File: config.mk
export PLATFORM = sky130hd
export DESIGN_NAME = exc_entry_seq
export DESIGN_NICKNAME = d
export VERILOG_FILES = /design/src/rtl/exc_seq_pkg.sv /design/src/rtl/exc_pick.sv /design/src/rtl/exc_stacker.sv /design/src/rtl/exc_entry_seq.sv
export SDC_FILE = /design/constraint.sdc
export NUM_CORES = 1
export LEC_CHECK = 0
export BUFFER_PORTS_ARGS = -buffer_cell sky130_fd_sc_hd__buf_2
export CORE_ASPECT_RATIO = 2
export CORE_MARGIN = 1.5
export CORE_UTILIZATION = 52
export DETAILED_ROUTE_END_ITERATION = 16
export PLACE_DENSITY = 0.79
export SLEW_MARGIN = 15
export SYNTH_ARGS = -nofsm -noshare
export SYNTH_HDL_FRONTEND = slang
export SYNTH_SLANG_ARGS = --single-unit
File: constraint.sdc
create_clock -name clk -period 5.8 [get_ports clk]
set_input_delay 0.87 -clock clk [delete_from_list [all_inputs] [get_ports clk]]
set_output_delay 0.87 -clock clk [all_outputs]
set_load 0.1 [all_outputs]
File: src/rtl/exc_seq_pkg.sv
package exc_seq_pkg;

  typedef enum logic [1:0] {
    ST_IDLE  = 2'd0,
    ST_STACK = 2'd1,
    ST_FETCH = 2'd2,
    ST_WAIT  = 2'd3
  } seq_state_e;

  // a beats b when its priority value is smaller, or equal with a lower number
  function automatic logic more_urgent(input logic [15:0] pa, input logic [15:0] ia,
                                       input logic [15:0] pb, input logic [15:0] ib);
    return (pa < pb) || ((pa == pb) && (ia < ib));
  endfunction

  function automatic int unsigned frame_words(input logic fp, input int unsigned base_n,
                                              input int unsigned extra_n);
    return fp ? (base_n + extra_n) : base_n;
  endfunction

  // word k of the frame sits k+1 words below the stack pointer
  function automatic logic [31:0] word_addr(input logic [31:0] sp, input logic [31:0] k);
    return sp - ((k + 32'd1) << 2);
  endfunction

endpackage

File: src/rtl/exc_pick.sv
module exc_pick #(
  parameter int N  = 8,
  parameter int PW = 4,
  localparam int IW = (N > 1) ? $clog2(N) : 1
) (
  input  logic [N-1:0]    pend_i,
  input  logic [N*PW-1:0] prio_i,
  input  logic [PW-1:0]   mask_lvl_i,
  output logic            best_vld_o,
  output logic [IW-1:0]   best_idx_o,
  output logic [PW-1:0]   best_prio_o
);

  logic [PW-1:0] prio_a [N];
  logic [N-1:0]  elig;

  for (genvar g = 0; g < N; g++) begin : g_lane
    assign prio_a[g] = prio_i[PW*g +: PW];
    assign elig[g]   = pend_i[g] && (prio_a[g] < mask_lvl_i);
  end

  always_comb begin
    best_vld_o  = 1'b0;
    best_idx_o  = '0;
    best_prio_o = '1;
    for (int i = 0; i < N; i++) begin
      if (elig[i] && (!best_vld_o || (prio_a[i] < best_prio_o))) begin
        best_vld_o  = 1'b1;
        best_idx_o  = i[IW-1:0];
        best_prio_o = prio_a[i];
      end
    end
  end

endmodule

File: src/rtl/exc_stacker.sv
module exc_stacker
  import exc_seq_pkg::*;
#(
  parameter int AW       = 32,
  parameter int BASE_W   = 8,
  parameter int FP_EXTRA = 18,
  localparam int MAXW    = BASE_W + FP_EXTRA,
  localparam int CW      = $clog2(MAXW + 1)
) (
  input  logic          clk,
  input  logic          rst_n,
  input  logic          start_i,
  input  logic          fp_i,
  input  logic [AW-1:0] sp_i,
  input  logic          wr_ready_i,
  output logic          wr_en_o,
  output logic [AW-1:0] wr_addr_o,
  output logic [CW-1:0] ctx_idx_o,
  output logic          done_o
);

  logic          busy_q;
  logic [CW-1:0] cnt_q;
  logic [CW-1:0] len_q;
  logic [AW-1:0] sp_q;
  logic          last_word;
  logic          accept;

  assign last_word = busy_q && (cnt_q == (len_q - CW'(1)));
  assign accept    = busy_q && wr_ready_i;
  assign done_o    = accept && last_word;
  assign wr_en_o   = busy_q;
  assign ctx_idx_o = cnt_q;
  assign wr_addr_o = AW'(word_addr(32'(sp_q), 32'(cnt_q)));

  always_ff @(posedge clk or negedge rst_n) begin
    if (!rst_n) begin
      busy_q <= 1'b0;
      cnt_q  <= '0;
      len_q  <= '0;
      sp_q   <= '0;
    end else if (start_i) begin
      busy_q <= 1'b1;
      cnt_q  <= '0;
      len_q  <= CW'(frame_words(fp_i, BASE_W, FP_EXTRA));
      sp_q   <= sp_i;
    end else if (accept) begin
      if (last_word) busy_q <= 1'b0;
      else           cnt_q  <= cnt_q + CW'(1);
    end
  end

  p_first_word_r4: assert property (@(posedge clk) disable iff (!rst_n)
    start_i |=> (wr_en_o && (ctx_idx_o == '0)));
  p_stall_hold_r4: assert property (@(posedge clk) disable iff (!rst_n)
    (wr_en_o && !wr_ready_i && !start_i) |=> (wr_en_o && $stable(wr_addr_o) && $stable(ctx_idx_o)));
  p_step_down_r4: assert property (@(posedge clk) disable iff (!rst_n)
    (accept && !last_word && !start_i) |=>
      (wr_en_o && (wr_addr_o == $past(wr_addr_o) - AW'(4)) && (ctx_idx_o == $past(ctx_idx_o) + CW'(1))));

endmodule

File: src/rtl/exc_entry_seq.sv
module exc_entry_seq
  import exc_seq_pkg::*;
#(
  parameter int N        = 8,
  parameter int PW       = 4,
  parameter int AW       = 32,
  parameter int DW       = 32,
  parameter int BASE_W   = 8,
  parameter int FP_EXTRA = 18,
  localparam int IW      = (N > 1) ? $clog2(N) : 1,
  localparam int CW      = $clog2(BASE_W + FP_EXTRA + 1)
) (
  input  logic            clk,
  input  logic            rst_n,
  input  logic [N-1:0]    pend_i,
  input  logic [N*PW-1:0] prio_i,
  input  logic [PW-1:0]   mask_lvl_i,
  input  logic            base_lvl_i,
  input  logic            tail_chain_i,
  input  logic            fp_frame_i,
  input  logic [AW-1:0]   sp_i,
  input  logic [DW-1:0]   ctx_data_i,
  input  logic            wr_ready_i,
  input  logic            exec_i,
  output logic            wr_en_o,
  output logic [AW-1:0]   wr_addr_o,
  output logic [DW-1:0]   wr_data_o,
  output logic [CW-1:0]   ctx_idx_o,
  output logic            vec_req_o,
  output logic [IW-1:0]   vec_idx_o,
  output logic [N-1:0]    pend_clr_o,
  output logic [PW-1:0]   act_prio_o
);

  seq_state_e    state_q, state_d;
  logic [IW-1:0] sel_idx_q;
  logic [PW-1:0] sel_prio_q;
  logic [PW-1:0] act_q;

  logic          best_vld;
  logic [IW-1:0] best_idx;
  logic [PW-1:0] best_prio;

  // named events for the checks
  logic take_evt;
  logic late_evt;
  logic stk_start;
  logic stk_done;
  logic beats_sel;

  exc_pick #(.N(N), .PW(PW)) u_pick (
    .pend_i      (pend_i),
    .prio_i      (prio_i),
    .mask_lvl_i  (mask_lvl_i),
    .best_vld_o  (best_vld),
    .best_idx_o  (best_idx),
    .best_prio_o (best_prio)
  );

  exc_stacker #(.AW(AW), .BASE_W(BASE_W), .FP_EXTRA(FP_EXTRA)) u_stk (
    .clk        (clk),
    .rst_n      (rst_n),
    .start_i    (stk_start),
    .fp_i       (fp_frame_i),
    .sp_i       (sp_i),
    .wr_ready_i (wr_ready_i),
    .wr_en_o    (wr_en_o),
    .wr_addr_o  (wr_addr_o),
    .ctx_idx_o  (ctx_idx_o),
    .done_o     (stk_done)
  );

  assign wr_data_o = ctx_data_i;

  assign beats_sel = best_vld && more_urgent(16'(best_prio), 16'(best_idx),
                                             16'(sel_prio_q), 16'(sel_idx_q));
  assign take_evt  = (state_q == ST_IDLE) && best_vld &&
                     (base_lvl_i || (best_prio < act_q));
  assign late_evt  = beats_sel &&
                     ((state_q == ST_STACK) || ((state_q == ST_WAIT) && !exec_i));
  assign stk_start = take_evt && !tail_chain_i;

  always_comb begin
    state_d = state_q;
    unique case (state_q)
      ST_IDLE:  if (take_evt) state_d = tail_chain_i ? ST_FETCH : ST_STACK;
      ST_STACK: if (stk_done) state_d = ST_FETCH;
      ST_FETCH: state_d = ST_WAIT;
      ST_WAIT:  if (exec_i) state_d = ST_IDLE;
                else if (late_evt) state_d = ST_FETCH;
      default:  state_d = ST_IDLE;
    endcase
  end

  always_ff @(posedge clk or negedge rst_n) begin
    if (!rst_n) begin
      state_q    <= ST_IDLE;
      sel_idx_q  <= '0;
      sel_prio_q <= '1;
      act_q      <= '1;
    end else begin
      state_q <= state_d;
      if (take_evt || late_evt) begin
        sel_idx_q  <= best_idx;
        sel_prio_q <= best_prio;
      end
      if (state_q == ST_FETCH) act_q <= sel_prio_q;
    end
  end

  assign vec_req_o  = (state_q == ST_FETCH);
  assign vec_idx_o  = sel_idx_q;
  assign act_prio_o = act_q;

  for (genvar g = 0; g < N; g++) begin : g_clr
    assign pend_clr_o[g] = vec_req_o && (sel_idx_q == IW'(g));
  end

  p_take_masked_r1: assert property (@(posedge clk) disable iff (!rst_n)
    take_evt |-> (best_prio < mask_lvl_i));
  p_take_level_r2: assert property (@(posedge clk) disable iff (!rst_n)
    (take_evt && !base_lvl_i) |-> (best_prio < act_prio_o));
  p_tail_nowr_r6: assert property (@(posedge clk) disable iff (!rst_n)
    (take_evt && tail_chain_i) |=> (vec_req_o && !wr_en_o));
  p_late_keeps_stack_r7: assert property (@(posedge clk) disable iff (!rst_n)
    (late_evt && wr_en_o && !stk_done) |=> wr_en_o);
  p_wait_nowr_r8: assert property (@(posedge clk) disable iff (!rst_n)
    (state_q == ST_WAIT) |=> !wr_en_o);
  p_vec_pulse_r10: assert property (@(posedge clk) disable iff (!rst_n)
    vec_req_o |=> !vec_req_o);
  p_clr_onehot_r10: assert property (@(posedge clk) disable iff (!rst_n)
    vec_req_o |-> ($countones(pend_clr_o) == 1));
  p_clr_quiet_r10: assert property (@(posedge clk) disable iff (!rst_n)
    !vec_req_o |-> (pend_clr_o == '0));
  p_act_hold_r10: assert property (@(posedge clk) disable iff (!rst_n)
    !vec_req_o |=> $stable(act_prio_o));

endmodule

=== Yosys cells after proc, flatten, opt, wreduce, memory -nomap -nowiden ===
Cells that the tools add are included.

* Register bits after elaboration: 56
* Input port bits: 115
* Output and inout bits: 86
* Logic and storage cells: 142

* Add/sub/neg operators: 4
* $lt $le $gt $ge: 18
* Equality and inequality tests: 16
* Multiplexer cells: 36
* Reductions and logical operators: 60

{| class="wikitable"
|+ Operators with widths
! kind !! number
|-
| $lt A4 B4 Y1 || 17
|-
| $logic_and A1 B1 Y1 || 33
|-
| $mux W4 || 8
|-
| $sub A32 B32 Y32 || 1
|-
| $mux W5 || 4
|-
| $mux W2 || 7
|-
| $eq A3 B3 Y1 const B || 4
|-
| $mux W1 || 12
|-
| $mux W3 || 4
|-
| $logic_or A1 B1 Y1 || 11
|-
| $logic_not A1 Y1 || 9
|-
| $pmux W2 S4 || 1
|-
| $add A5 B1 Y6 const B || 1
|-
| $eq A3 B2 Y1 const B || 2
|-
| $ne A2 B2 Y1 const B || 3
|-
| $add A5 B1 Y5 const B || 1
|-
| $eq A5 B5 Y1 || 1
|-
| $sub A5 B1 Y5 const B || 1
|-
| $eq A2 B2 Y1 const B || 2
|-
| $eq A4 B4 Y1 || 1
|-
| $reduce_and A2 Y1 || 2
|-
| $reduce_bool A2 Y1 || 2
|-
| $eq A3 B1 Y1 const B || 1
|-
| $logic_not A3 Y1 || 1
|-
| 5 further kinds || 5
|}

=== Longest topological paths before layout ===
* Word-level depth: 39
* Gate-level depth with buffers: 68

=== Hierarchy ===
A second synthesis with hierarchy kept.

* Cells, all modules: 610
* Area total of the unflattened synthesis: 5430.2 µm²

{| class="wikitable"
|+ By module, submodules not included
! module !! times used !! cells each !! area an instance (µm²) !! sequential area each (µm²)
|-
| exc_stacker || 1 || 216 || 2346.0 || 1001.0
|-
| exc_pick || 1 || 272 || 1985.7 || 0.0
|-
| exc_entry_seq || 1 || 122 || 1098.6 || 335.3
|}

=== Worst setup path after synthesis ===
No wires, ideal clock.

* Path type: input to register
* From: input mask_lvl_i[3]
* To: register u_stk.sp_q[29]
* Arrival time: 12.704 ns
* Path slack: -7.031 ns
* Cell stages on the path: 65
* Cells stage by stage: inv_1 > ha_1 > o211ai_1 > o211ai_2 > nor2_1 > ha_1 > nor2b_1 > a22oi_1 > or2_1 > o31ai_4 > o21ai_0 > ha_1 > nand2_1 > o211ai_1 > o21ai_0 > o21ai_0 > inv_1 > ha_1 > (+29 left out) > ha_1 > a21o_1 > a21oi_1 > nor2_1 > nor3b_1 > inv_1 > o21a_1 > mux2i_1 > ha_1 > a21oi_1 > o21ai_0 > nor2_1 > nand3b_1 > a31oi_4 > o21ba_1 > buf_6 > buf_6 > mux2_1

* Cells in the longest elaborated chain, start to end: 35
* Elaborated cells between the ends (all ways): 65
* Those cells by class: order compare (16); mux (16); reduce/logical (33)

{| class="wikitable"
|+ RTL lines
! what !! line !! source
|-
| start, declared || exc_entry_seq.sv:17 || <nowiki>input logic [PW-1:0] mask_lvl_i,</nowiki>
|-
| $lt A4 B4 Y1 || exc_pick.sv:19 || <nowiki>assign elig[g] = pend_i[g] && (prio_a[g] < mask_lvl_i);</nowiki>
|-
| $logic_and A1 B1 Y1 || exc_pick.sv:19 ||
|-
| $mux W4 or $mux W1 (tied branches) || exc_pick.sv:27 || <nowiki>if (elig[i] && (!best_vld_o || (prio_a[i] < best_prio_o))) begin</nowiki>
|-
| $lt A4 B4 Y1 or $logic_not A1 Y1 (tied branches) || exc_pick.sv:27 ||
|-
| $logic_or A1 B1 Y1 || exc_pick.sv:27 ||
|-
| $logic_and A1 B1 Y1 || exc_pick.sv:27 ||
|-
| $mux W4 or $mux W1 (tied branches) || exc_pick.sv:27 ||
|-
| $lt A4 B4 Y1 or $logic_not A1 Y1 (tied branches) || exc_pick.sv:27 ||
|-
| (+20 left out) || -- ||
|-
| $logic_or A1 B1 Y1 || exc_pick.sv:27 ||
|-
| $logic_and A1 B1 Y1 || exc_pick.sv:27 ||
|-
| $mux W4 * || exc_pick.sv:27 ||
|-
| named net best_prio[3] || exc_entry_seq.sv:42 || <nowiki>logic [PW-1:0] best_prio;</nowiki>
|-
| $lt A4 B4 Y1 * || exc_entry_seq.sv:78 || <nowiki>(base_lvl_i || (best_prio < act_q));</nowiki>
|-
| $logic_or A1 B1 Y1 * || exc_entry_seq.sv:78 ||
|-
| $logic_and A1 B1 Y1 * || exc_entry_seq.sv:77 || <nowiki>assign take_evt = (state_q == ST_IDLE) && best_vld &&</nowiki>
|-
| $logic_and A1 B1 Y1 * || exc_entry_seq.sv:81 || <nowiki>assign stk_start = take_evt && !tail_chain_i;</nowiki>
|-
| end signal, assigned || exc_stacker.sv:46 || <nowiki>sp_q <= sp_i;</nowiki>
|-
| end, declared || exc_stacker.sv:25 || <nowiki>logic [AW-1:0] sp_q;</nowiki>
|}

Mark *: on every way through the listed nets, which the timed path passes. The rest lies on a longest branch.
A chain may end at the register's enable or synchronous reset.

=== Final worst setup path ===
* From: input mask_lvl_i[3]
* To: register sel_idx_q[2] (netlist: vec_idx_o[2])

* Cells in the longest elaborated chain, start to end: 37
* Elaborated cells between the ends (all ways): 79
* Those cells by class: order compare (18); eq/ne (1); mux (23); reduce/logical (37)

{| class="wikitable"
|+ RTL lines
! what !! line !! source
|-
| $lt A4 B4 Y1 || exc_pick.sv:19 ||
|-
| $logic_and A1 B1 Y1 || exc_pick.sv:19 ||
|-
| $mux W4 or $mux W1 (tied branches) || exc_pick.sv:27 ||
|-
| $lt A4 B4 Y1 or $logic_not A1 Y1 (tied branches) || exc_pick.sv:27 ||
|-
| $logic_or A1 B1 Y1 || exc_pick.sv:27 ||
|-
| $logic_and A1 B1 Y1 || exc_pick.sv:27 ||
|-
| $mux W4 or $mux W1 (tied branches) || exc_pick.sv:27 ||
|-
| $lt A4 B4 Y1 or $logic_not A1 Y1 (tied branches) || exc_pick.sv:27 ||
|-
| (+18 left out) || -- ||
|-
| $mux W4 or $mux W1 (tied branches) || exc_pick.sv:27 ||
|-
| $lt A4 B4 Y1 or $logic_not A1 Y1 (tied branches) || exc_pick.sv:27 ||
|-
| $logic_or A1 B1 Y1 || exc_pick.sv:27 ||
|-
| $logic_and A1 B1 Y1 || exc_pick.sv:27 ||
|-
| $mux W4 * || exc_pick.sv:27 ||
|-
| named net best_prio[3] || exc_entry_seq.sv:42 ||
|-
| branches (longest 5 deep; another with $lt A4 B4 Y1) || -- ||
|-
| $logic_or A1 B1 Y1 * || exc_entry_seq.sv:103 || <nowiki>if (take_evt || late_evt) begin</nowiki>
|-
| end signal, assigned || exc_entry_seq.sv:104 || <nowiki>sel_idx_q <= best_idx;</nowiki>
|-
| end, declared || exc_entry_seq.sv:36 || <nowiki>logic [IW-1:0] sel_idx_q;</nowiki>
|}

Mark *: on every way through the listed nets, which the timed path passes.

==> summary.txt <==
synth top area cells: dfrtp_1 19%, ha_1 11%, mux2_4 9.0%
Final min period: 11350 ps
Antenna Cells: 0
clk root buf: clkbuf_16
main combinational cell family by area after synthesis: compound AO/OA/AOI/OAI gates
post-synth cell types: 85
Post-Syn Area: 5820 sq um
CP Buf/Inv Count: 14
crit path DAT: 11530 ps
crit path max fanout: 7
fillers: 703
Hold Vio Cnt, Final: 0
Port Buffers: 136
GR Util All Layers: 34.5%
Area Growth Syn to Fin: 47.3%
DR iter-0 viols: 331
failing checks: setup timing
Synth warnings: 0
RSZ-0062 raised after global routing: true
Top Ports: 201
CTS tree: done
Placed Instances: 1020
Setup Skew: 7.04 ps
most common cell after layout, fill and taps aside: buf_4
Std-Cell Rows: 54
Die X: 77.8 um
largest net degree at the start of global routing: 38
first-pass GRT wire length: 32300 um
Slew headroom: 61.4%
Core ar.: 10900 sq um
Layout Nets: 1093
post-synthesis net count: 808
global route overflow: 0
Sink Count: 53
Non-Filler Instances: 1068
H-tree levels: 2
final slew viol count: 0
Die H: 153 um
most frequent cells in the layout: 174 x buf_4, 128 x buf_2, 45 x dfrtp_1
flops & latches, synth: 53
Post-synth EDFFs: 0
Worst EP required: 5990 ps
final worst slack: -5550 ps
clock latency on the worst-skew pair: 310 ps
share of layout cells above drive strength 1: 51.2%
max-cap violations: 0
final WL: 21400 um
top-area cell type share of the netlist area: 19.3%
CP delay by family, top: compound AO/OA/AOI/OAI gates
CP endpoint kind: flip-flop
initial antenna violation count: 0
Synth Area in Simple Gates: 18.3%
post-synthesis mux area share: 11.8%
fin crit share: 196%
die area: 11900 sq um
TritonRoute pass-1 iters: 5
Final ANT Viol Nets: 0
status: finished, violations left
Max Root-Sink Buffers: 2
GPL Wtd Cong: 0.980
Primary FF master, synth: dfrtp_1
Clock transition at path regs: 70 ps
Synth Instances: 642
Avg Cell Area, Syn: 9.07 sq um
worst slew pin tran: 571 ps
fmax: 88.1 MHz
initial core utilization: 53.5%
vias in the first global route: 6871
critical path class: input port to flip-flop
post-DR vias/cell: 6.01
FFs w/ async S/R, synth: 100%
Seq/Total Area, Yosys: 22.9%
most frequent CP cell: buf_4
WL/cell: 20.0 um
CP Launch Type: input port
HP Class: input port to asynchronous set/reset pin
dpl hpwl: 15000 um
slowest cell on the critical path: a311o_1
Remaining DRCs: 0
complex-gate fraction of the synthesized area: 20.1%
xor and xnor area share after synthesis: 5.86%
synthesized-area fraction occupied by adder cells: 12.1%
total CTS buffers: 5
dominant cell type by area after synthesis: dfrtp_1
final setup violation count: 49
CP max stage delay: 330 ps
Hold Buf Count CTS: 0
Vias: 6418
[timing repair]
item,CTS,global route
gates cloned,3,0
setup buffers,27,13
endpoints found under the setup margin,49,53
pin swaps,43,40
resized for setup,41,48
[routing by layer]
layer	wire length, um	track usage (%)	up-vias
met1	6510	29.0	3080
met5	0	0	-
li1	-	-	2860
met2	12100	68.2	351
met4	1630	24.6	0
met3	1110	6.23	127
[worst paths after layout]
kind,slack [ps],depth (start not counted),to,start
min,460,1,u_stk.len_q[3]$_DFFE_PN0P_,rst_n
max,-5550,68,vec_idx_o[2]$_DFFE_PN0P_,mask_lvl_i[3]
max reg2reg,3130,11,vec_idx_o[2]$_DFFE_PN0P_,sel_prio_q[1]$_DFFE_PN1P_
min in group clk,500,1,u_stk.len_q[3]$_DFFE_PN0P_,u_stk.len_q[3]$_DFFE_PN0P_
max in group asynchronous,4500,2,u_stk.sp_q[19]$_DFFE_PN0P_,rst_n
min reg2reg,500,1,u_stk.len_q[3]$_DFFE_PN0P_,u_stk.len_q[3]$_DFFE_PN0P_
[cell usage after synthesis (all sizes together), types with 8 or more instances]
library cell and instances:
nand2 48, inv 41, ha 50, o211ai 9, dfstp 8, nor2 42
mux2 38, nor2b 13, o21ai 35, nand2b 17, xnor2 13, a21oi 29
o21a 9, xor2 26, a21o 14, or3 9, dfrtp 45, nor3 17
nand3 16, mux2i 13, buf 40
[cell type report]
class                   count  area [sq um]  area share, %
clock inverters             1          30.0          0.350
multi-input cells         504          4490           52.4
well taps                 140           175           2.04
clock buffers               7           143           1.66
inverters                  41           158           1.84
repair buffers            322          2250           26.2
flip-flops and latches     53          1340           15.6
[metrics by stage]
| step | worst slack (ps) | hold slack (ps) | cell area, sq um | TNS (ps) | utilization, % |
|---|---|---|---|---|---|
| global placement | -5620 | 463 | 7690 | -270600 | 70.7 |
| floorplan | -6160 | 444 | 6030 | -298700 | - |
| CTS | -5240 | 488 | 8330 | -252640 | 76.6 |
| detailed placement | -6170 | 489 | 7690 | -297710 | 70.7 |
| global route | -6130 | 494 | 8580 | -294300 | 78.9 |
| finish | -5550 | 464 | 8580 | -264410 | 78.9 |
[flip-flops by register name, summed over array words and instances (netlist names)]
signal / flops
u_stk.len_q: 2
vec_idx_o: 3
state_q: 2
act_prio_o: 4
u_stk.sp_q: 32
u_stk.wr_en_o: 1
u_stk.ctx_idx_o: 5
sel_prio_q: 4
[cell families after synthesis]
kind of cell	after synthesis
flip-flops	53
AND/OR/NAND/NOR	203
XOR/XNOR	39
multiplexers	51
adder cells (fa/ha/maj)	57
AO/OA/AOI/OAI	154
buffers and inverters	85
Power is left out: the tool's default activity adds up to more than one toggle a clock period on the data nets, which glitch-free logic cannot reach.
